`src/rtl/cache_dec_pkg.sv`:
```
package cache_dec_pkg;
  localparam int ADDR_W   = 26;   // physical address width
  localparam int LIM_W    = 4;    // limit code width (4 MB steps over 64 MB)
  localparam int MEMSZ_W  = 7;    // installed memory size in MB
  localparam int BLK_LSB  = 16;   // block base granularity (64 KB)
  localparam int SZ_W     = 3;    // block size code width
  localparam int MB_LSB   = 20;   // 1 MB granularity
  localparam int VID_LSB  = 15;   // 32 KB video window
  localparam logic [ADDR_W-1:0] VID_BASE = 26'h00C0000;
endpackage

```
`src/rtl/ncb_match.sv`:
```
module ncb_match
  import cache_dec_pkg::*;
#(
  parameter int AW     = ADDR_W,
  parameter int LSB    = BLK_LSB,
  parameter int SW     = SZ_W,
  localparam int BW    = AW - LSB
) (
  input  logic [AW-1:0] addr,
  input  logic [SW-1:0] size_code,
  input  logic [BW-1:0] base,
  output logic          hit
);
  // Upper code bit disables the block; lower bits scale the size.
  logic [BW-1:0] keep;
  logic          enabled;

  always_comb begin
    enabled = ~size_code[SW-1];
    keep    = {BW{1'b1}} << size_code[SW-2:0];
    hit     = enabled && (((addr[AW-1:LSB] ^ base) & keep) == '0);
  end
endmodule

```
`src/rtl/limit_cmp.sv`:
```
module limit_cmp
  import cache_dec_pkg::*;
#(
  parameter int AW  = ADDR_W,
  parameter int LW  = LIM_W,
  parameter int MW  = MEMSZ_W,
  parameter int MBL = MB_LSB,
  localparam int MBI_W = AW - MBL
) (
  input  logic [AW-1:0] addr,
  input  logic [LW-1:0] limit_code,
  input  logic [MW-1:0] mem_mb,
  output logic          below
);
  logic [LW-1:0]    seg;
  logic [MBI_W-1:0] mb_idx;
  logic [MW-1:0]    mb_ext;
  logic             small_mem;
  logic             below_code;
  logic             below_mem;

  always_comb begin
    seg        = addr[AW-1 -: LW];
    mb_idx     = addr[AW-1:MBL];
    mb_ext     = MW'(mb_idx);
    small_mem  = (mem_mb == MW'(1)) || (mem_mb == MW'(2));
    below_code = (limit_code == '0) || (seg < limit_code);
    below_mem  = mb_ext < mem_mb;
    below      = small_mem ? below_mem : below_code;
  end
endmodule

```
`src/rtl/video_win.sv`:
```
module video_win
  import cache_dec_pkg::*;
#(
  parameter int                AW   = ADDR_W,
  parameter int                WLSB = VID_LSB,
  parameter logic [AW-1:0]     WBASE = VID_BASE
) (
  input  logic [AW-1:0] addr,
  input  logic          excl_en,
  output logic          excluded
);
  always_comb excluded = excl_en && (addr[AW-1:WLSB] == WBASE[AW-1:WLSB]);
endmodule

```
`src/rtl/cache_range_dec.sv`:
```
module cache_range_dec
  import cache_dec_pkg::*;
#(
  parameter int NUM_BLK = 2,
  localparam int BW     = ADDR_W - BLK_LSB
) (
  input  logic                    clk,
  input  logic                    rst_n,
  input  logic [ADDR_W-1:0]       addr,
  input  logic                    cache_en,
  input  logic [LIM_W-1:0]        limit_code,
  input  logic [MEMSZ_W-1:0]      mem_mb,
  input  logic                    video_nc,
  input  logic [NUM_BLK*SZ_W-1:0] blk_size,
  input  logic [NUM_BLK*BW-1:0]   blk_base,
  output logic                    cacheable
);
  logic               below;
  logic               vid_excl;
  logic [NUM_BLK-1:0] blk_hit;
  logic               cacheable_nxt;

  limit_cmp u_limit (
    .addr       (addr),
    .limit_code (limit_code),
    .mem_mb     (mem_mb),
    .below      (below)
  );

  video_win u_video (
    .addr     (addr),
    .excl_en  (video_nc),
    .excluded (vid_excl)
  );

  for (genvar g = 0; g < NUM_BLK; g++) begin : g_blk
    ncb_match u_match (
      .addr      (addr),
      .size_code (blk_size[g*SZ_W +: SZ_W]),
      .base      (blk_base[g*BW +: BW]),
      .hit       (blk_hit[g])
    );
  end

  always_comb begin
    cacheable_nxt = cache_en && below && !vid_excl && !(|blk_hit);
  end

  always_ff @(posedge clk or negedge rst_n) begin
    if (!rst_n) cacheable <= 1'b0;
    else        cacheable <= cacheable_nxt;
  end
endmodule

```
`config.mk`:
```
export PLATFORM = sky130hd
export DESIGN_NAME = cache_range_dec
export DESIGN_NICKNAME = d
export VERILOG_FILES = /design/src/rtl/cache_dec_pkg.sv /design/src/rtl/ncb_match.sv /design/src/rtl/limit_cmp.sv /design/src/rtl/video_win.sv /design/src/rtl/cache_range_dec.sv
export SDC_FILE = /design/constraint.sdc
export NUM_CORES = 1
export LEC_CHECK = 0
export ABC_AREA = 1
export CORE_MARGIN = 2
export CORE_UTILIZATION = 32
export CTS_BUF_LIST = sky130_fd_sc_hd__clkbuf_2 sky130_fd_sc_hd__clkbuf_4 sky130_fd_sc_hd__clkbuf_8
export DETAILED_ROUTE_END_ITERATION = 16
export PLACE_DENSITY = 0.85
export SYNTH_ARGS = -nofsm -noshare
export SYNTH_HDL_FRONTEND = slang
export SYNTH_SLANG_ARGS = --single-unit
```
`constraint.sdc`:
```
create_clock -name clk -period 0.8 [get_ports clk]
set_clock_uncertainty 0.1 [all_clocks]
set_input_delay 0.16 -clock clk [delete_from_list [all_inputs] [get_ports clk]]
set_output_delay 0.16 -clock clk [all_outputs]
set_load 0.02 [all_outputs]
```
==> results.txt, run 1 <==
----------------------------------------------------
[Status]
  Status ... finished, violations left
  Violated checks ... setup timing

[Finish]
  Number of antenna cells inserted ... 0
  Flip-flop count of the largest register, all copies and words added ... 1
  Combined area of the multi-input logic cells ... between 700 and 800 sq um
  Top flop regs ... cacheable: 1 flops
  Number of fill cells in the layout ... ~210
  Synth-to-Final Area Change ... 98.0%
  Register name with the most flops ... cacheable
  Final net count ... just under 300
  Sequential cell area ... 25.0 sq um
  Layout cells sized above 1 ... between 30% and 40%

[Critical path]
  Sequence of cells on the critical path ... buf_6 -> ha_4 -> inv_2 -> nor3_2 -> nand2_1 -> nand2_1 -> nand2_1 -> nand3_2 -> nor2_2
  Cell type of the slowest stage on the worst timing path ... ha_4
  Biggest cell delay along the critical path ... 0.26 ns
  Crit. End Element ... flop
  Kind of cell adding the most delay to the critical path ... simple AND/OR/NAND/NOR gates
  Cell type with the highest occurrence count on the critical path ... nand2_1
  CP startpoint kind ... input pin
  Arrival time reported for the critical path endpoint ... 1.02 ns
  Worst path required time ... 0.58 ns
  CP Class ... input pin to flop
  Launching instance or port of the critical path ... addr[25]
  Worst Path Buf+Inv ... 2
  CP max FO ... 4

[STA]
  Post-route minimum period ... roughly 1.2 ns
  Relative slew margins ... between 80% and 90%
  RSZ-0062 raised after global routing ... true
  Max-slew violation count ... 0
  Highest attainable clock frequency ... roughly 0.81 GHz
  Slew at the pin closest to its max-slew limit ... 0.189 ns
  Portion of the clock cycle consumed by the worst path in the final layout ... 155%
  Number of hold violations in the final report ... 0
  Minimum setup slack in the final design ... -0.437 ns
  TNS Setup ... -0.437 ns
  Count of endpoints failing setup in the final report ... 1

[Route]
  Antenna-violating nets left ... 0
  Via count of the routed design ... around 1,100
  Average routed wire per standard cell ... 10.1 um
  Final wirelength ... approximately 2500 um
  Via density per instance ... around 4.4
  Detailed router's first-iteration violation count ... 21
  Number of remaining DRC errors ... 0
  Detailed-router iteration count before antenna repair ... 6

[Floorplan]
  Placement row count ... 17
  Boundary pin count ... just under 70
  Effective utilization at floorplan ... 34.2%
  Horiz. Die Dim ... approximately 53 um
  Die ar. ... roughly 2800 sq um
  Area inside the core boundary ... ~2200 sq um
  Floorplan die height ... ~53 um

[Global routing]
  Number of antenna violations at the first check in global routing ... 0
  GRT Resource Usage Total ... 19.0%
  Global-route wire length before repair ... slightly above 4000 um
  Largest net degree at the start of global routing ... 6
  GRT overflow ... 0
  Via count of the first global-routing pass ... between 1,000 and 1,500

[Clocking]
  Quantity of hold-fixing buffers added after cts ... 0
  Buffer count from post-CTS setup fixing ... 0
  Reg clk slew, reported paths ... 0 ns

[Power]
  Max rail drop VDD ... between 0.0003 and 0.0004 V
  Power Density ... about 500 nW/um^2
  Total power ... approximately 750 uW
  Total leakage power ... approximately 0.00084 uW

[Yosys]
  Number of warnings issued by yosys ... 0
  Synthesized netlist cell count ... ~160
  Netlist cell types ... 22
  Share of synthesized area occupied by flip-flops and latches ... about 3.3%
  Syn Nets ... around 230
  Count of state elements after synthesis ... 1
  Mean post-synth cell area ... 4.80 sq um
  Post-synthesis instance area ... ~760 sq um

[Placement]
  Routability Congestion ... 0.811
  DPL Wire Length ... approximately 2000 um
  Count of buffers from port buffering ... 52

[Flow run]
  Number of maximum-capacitance constraint violations ... 0

[Hold path]
  Worst hold path class ... input pin to async pin

----------------------------------------------------
-- layout by cell type, fill, tap and decap left out --
cell	synthesis	final
inv_1	31	24
nor2_2	2	7
o22ai_2	0	1
inv_4	0	2
nand2_1	61	56
inv_12	0	1
ha_4	0	6
o21ai_1	0	1
buf_2	0	3
a21oi_1	4	2
or2_0	1	1
buf_6	0	11
clkinv_2	0	1
buf_4	0	8
a21boi_1	1	1
nand3_2	1	3
dlygate4sd2_1	0	27
nor3_2	0	2
xnor2_1	3	2
xor2_1	2	2
ha_1	8	2
nor3_1	3	1
clkdlybuf4s15_2	0	2
clkbuf_2	0	4
clkdlybuf4s15_1	0	3
nand2_2	1	6
a21oi_2	0	2
buf_8	0	1
o211ai_1	1	1
clkdlybuf4s50_1	0	3
inv_2	6	10
xnor2_2	0	1
nand3_1	6	4
nand3b_1	1	1
dfrtp_1	1	1
nor2_1	22	17
nand4_1	1	1
-- synth_stat cells --
cell / instances / area [sq um]
nand2_1: 61 / 229
inv_1: 31 / 116
nor2_1: 22 / 82.6
ha_1: 8 / 100
inv_2: 6 / 22.5
nand3_1: 6 / 30.0
a21oi_1: 4 / 20.0
nor3_1: 3 / 15.0
xnor2_1: 3 / 26.3
nor2_2: 2 / 12.5
xor2_1: 2 / 17.5
a21boi_1: 1 / 7.51
clkinv_1: 1 / 3.75
dfrtp_1: 1 / 25.0
nand2_2: 1 / 6.26
nand3_2: 1 / 10.0
nand3b_1: 1 / 7.51
nand4_1: 1 / 6.26
o211ai_1: 1 / 7.51
o21ai_0: 1 / 5.00
o22ai_1: 1 / 6.26
or2_0: 1 / 6.26
-- through the flow --
| stage | cells | worst slack [ns] | area, sq um | hold WS (ns) | utilization (%) |
|---|---|---|---|---|---|
| after global routing | 249 | -0.481 | 1510 | 0.221 | 67.7 |
| after CTS | 249 | -0.416 | 1490 | 0.212 | 66.7 |
| after detailed placement | 249 | -0.995 | 1450 | 0.210 | 64.9 |
| after floorplan | 159 | -0.280 | 818 | -0.236 | - |
| after global placement | 249 | -0.981 | 1450 | 0.210 | 64.9 |
| final | 249 | -0.437 | 1510 | 0.210 | 67.7 |
-- final cells by class --
| class | instances | share of cell area [%] |
|---|---|---|
| inverter | 38 | 10.7 |
| multi-input combinational | 120 | 48.8 |
| sequential | 1 | 1.66 |
| tap | 28 | 2.32 |
| timing repair buffer | 62 | 36.6 |
-- repair_timing --
item | 4_1_cts | 5_1_grt
endpoints found under the setup margin | 2 | 1
resized for setup | 128 | 19
pin swaps | 38 | 20
-- report_power, final --
| group | switching (uW) | internal, uW |
|---|---|---|
| logic | 322 | 369 |
| clock network | 0 | 0 |
| registers | 1.50 | 56.5 |
-- worst max path at each step --
stage	end	slack (ns)	depth (start not counted)
2_1_floorplan	cacheable	-0.28	9
3_3_place_gp	cacheable	-0.98	10
3_5_place_dp	cacheable	-1.0	10
4_1_cts	cacheable	-0.42	10
5_1_grt	cacheable	-0.48	10
6_report	cacheable	-0.44	9
-- logic make-up after synthesis --
kind of cell / Yosys count / synth area share [%]
AND/OR/NAND/NOR: 99 / 53.1
buffers and inverters: 38 / 18.7
AO/OA/AOI/OAI: 8 / 6.07
adder cells (fa/ha/maj): 8 / 13.1
XOR/XNOR: 5 / 5.74
flip-flops: 1 / 3.28
-- per-layer routing --
metal / wire (um) / global-route usage, % / share of wire (%)
met2: 1280 / 36.0 / 51
met1: 1080 / 23.6 / 43
met5: 0 / 0 / 0
met3: 146 / 1.43 / 5.8
met4: 8 / 1.71 / 0.32
Power figures use the tool's default switching activity.
==> run 2: changes to the inputs <==
- CTS_CLUSTER_SIZE: default -> 10
==> results of run 2 <==
The final DEF is identical to that of run 1; final timing and power are the same.
==> run 3: changes to the inputs <==
- CORE_UTILIZATION: 32 -> 34
- PLACE_DENSITY: 0.85 -> 0.86
- SYNTH_HIERARCHICAL: default -> 1
==> run 3 against run 2 <==
The run still ends with setup timing left; via count rose by 9.0%; power rose by 8.3%; final cell count rose by 12%; die area rose by 3.6%; wire length rose by 12%; critical path type unchanged; critical endpoint unchanged.
==> results.txt, run 3 <==
----------------------------------------------------
[Yosys]
  Number of warnings issued by yosys ... 6
  Netlist cell types ... 17
  Share of synthesized area occupied by flip-flops and latches ... just under 3%
  Count of state elements after synthesis ... 1
  Top cells by instance count after synthesis ... nand2_1 (63), inv_1 (53), nor2_1 (20)
  Syn Nets ... between 200 and 300
  Share of the synthesized area in the top cell type ... around 28%
  Number of flops mapped to enable cells by yosys ... 0
  Mean post-synth cell area ... 4.65 sq um
  Leading area contributor after synthesis ... nand2_1
  Fraction of synthesis flops using an asynchronous set or reset pin ... 100%
  Post-synthesis instance area ... around 840 sq um
  Leading cell types by total area after synthesis ... nand2_1 (28%), inv_1 (24%), ha_1 (12%)
  Primary flip-flop cell chosen by synthesis mapping ... dfrtp_1
  Synthesized netlist cell count ... 181
  Most common cell in the synthesized netlist ... nand2_1

[Global routing]
  GRT Resource Usage Total ... between 15 and 20%
  Largest net degree at the start of global routing ... 7
  GRT overflow ... 0
  Number of antenna violations at the first check in global routing ... 0
  Global-route wire length before repair ... about 4000 um
  Via count of the first global-routing pass ... roughly 1,000

[Finish]
  Top flop regs ... cacheable: 1 flops
  Flip-flop count of the largest register, all copies and words added ... 1
  Number of antenna cells inserted ... 0
  Post-layout instance count excluding filler cells ... between 200 and 300
  Layout cells sized above 1 ... 28.6%
  Final design utilization ... 68.0%
  Commonest cells after routing, fill and taps aside ... nand2_1 (58), inv_1 (42), dlygate4sd2_1 (30)
  Register name with the most flops ... cacheable
  Commonest non-fill, non-tap cell in the layout ... nand2_1
  Final net count ... roughly 330
  Number of fill cells in the layout ... roughly 220
  Synth-to-Final Area Change ... 94.5%

[Status]
  Status ... finished, violations left
  Violated checks ... setup timing

[Floorplan]
  Horiz. Die Dim ... between 50 and 60 um
  Boundary pin count ... 68
  Die ar. ... between 2000 and 3000 sq um
  Placement row count ... 18
  Effective utilization at floorplan ... 34.9%
  Area inside the core boundary ... approximately 2400 sq um
  Floorplan die height ... approximately 54 um

[Flow run]
  Number of maximum-capacitance constraint violations ... 0

[STA]
  Minimum setup slack in the final design ... -0.493 ns
  Slew at the pin closest to its max-slew limit ... 0.189 ns
  Number of hold violations in the final report ... 0
  RSZ-0062 raised after global routing ... true
  Max-slew violation count ... 0
  Portion of the clock cycle consumed by the worst path in the final layout ... 162%
  Count of endpoints failing setup in the final report ... 1
  Highest attainable clock frequency ... 0.774 GHz
  Relative slew margins ... between 80 and 90%
  Post-route minimum period ... around 1.3 ns
  Worst Hold Slack ... roughly 0.21 ns

[Critical path]
  Worst path required time ... 0.62 ns
  Kind of cell adding the most delay to the critical path ... simple AND/OR/NAND/NOR gates
  Cell type of the slowest stage on the worst timing path ... ha_4
  CP max FO ... 2
  Arrival time reported for the critical path endpoint ... between 1 and 1.5 ns
  CP Class ... input pin to flop
  Crit. End Element ... flop
  Cell type with the highest occurrence count on the critical path ... nand2_1
  Biggest cell delay along the critical path ... about 0.20 ns
  Worst Path Buf+Inv ... 3
  CP startpoint kind ... input pin
  Launching instance or port of the critical path ... limit_code[2]
  Sequence of cells on the critical path ... buf_2 -> inv_2 -> ha_4 -> nand2_2 -> inv_2 -> nand2_2 -> nand2_1 -> nand2_1 -> nand2_1 -> nand2_1 -> nand3_1 -> nor2_1

[Power]
  Total power ... just over 800 uW
  Total leakage power ... between 0.0009 and 0.001 uW
  Power Density ... approximately 500 nW/um^2
  Max rail drop VDD ... about 0.00029 V

[Route]
  Via density per instance ... about 4.3
  Number of remaining DRC errors ... 0
  Average routed wire per standard cell ... between 10 and 15 um
  Via count of the routed design ... 1,208
  Detailed router's first-iteration violation count ... 26
  Antenna-violating nets left ... 0
  Detailed-router iteration count before antenna repair ... 4
  Final wirelength ... ~2800 um

[Placement]
  Routability Congestion ... between 0.7 and 0.8
  Count of buffers from port buffering ... 52
  Cells after DPL ... roughly 270
  DPL Wire Length ... 2170 um

[Clocking]
  Reg clk slew, reported paths ... 0 ns

[Hold path]
  Worst hold path class ... input pin to async pin

----------------------------------------------------
[run 3: how the worst max path moves through the flow]
stage                 to  slack [ns]  cells past startpoint
2_1_floorplan  cacheable       -0.29                      9
3_3_place_gp   cacheable       -0.99                     10
3_5_place_dp   cacheable       -1.01                     10
4_1_cts        cacheable       -0.44                      9
5_1_grt        cacheable       -0.55                     12
6_report       cacheable       -0.49                     12
[run 3: report_power, final]
| group | total (uW) | internal, uW | switching, uW |
|---|---|---|---|
| Clock | 0 | 0 | 0 |
| Combinational | 752 | 401 | 351 |
| Sequential | 58.4 | 56.5 | 1.89 |
[run 3: kinds of logic (layout without fill, tap and decap cells)]
kind of cell | count (synthesis) | after routing | share of synthesized area [%]
AND/OR/NAND/NOR | 102 | 102 | 50.4
buffers and inverters | 55 | 122 | 24.5
AO/OA/AOI/OAI | 14 | 14 | 9.21
adder cells (fa/ha/maj) | 8 | 8 | 11.9
XOR/XNOR | 1 | 1 | 1.04
flip-flops | 1 | 1 | 2.97
[run 3: what timing repair did]
| item | 4_1_cts | 5_1_grt |
|---|---|---|
| hold buffers | 0 | 0 |
| pin swaps | 36 | 15 |
| buffers inserted | 3 | 1 |
| resized for setup | 133 | 14 |
| endpoints found under the setup margin | 2 | 1 |
[run 3: final cells by class]
cell class | instances | area [sq um] | area share (%)
multi-input combinational | 125 | 743 | 45.4
timing repair buffer | 67 | 603 | 36.8
inverter | 55 | 229 | 14.0
tap | 30 | 37.5 | 2.29
sequential | 1 | 25.0 | 1.53
[run 3: per-stage QoR]
step                      setup TNS [ns]  setup slack, ns  instance area (sq um)
after floorplan                   -0.286           -0.286                    910
after CTS                         -0.441           -0.441                   1600
after global routing              -0.547           -0.547                   1640
after detailed placement           -1.40            -1.01                   1550
final                             -0.493           -0.493                   1640
after global placement             -1.37           -0.987                   1550
[run 3: per-layer routing]
layer / global-route usage (%) / vias to the layer above / part of all wire (%)
met5: 0 / - / 0
met4: 2.14 / 0 / 0.71
met3: 0.556 / 2 / 4.8
met2: 37.2 / 35 / 53
met1: 21.0 / 510 / 42
li1: - / 661 / -
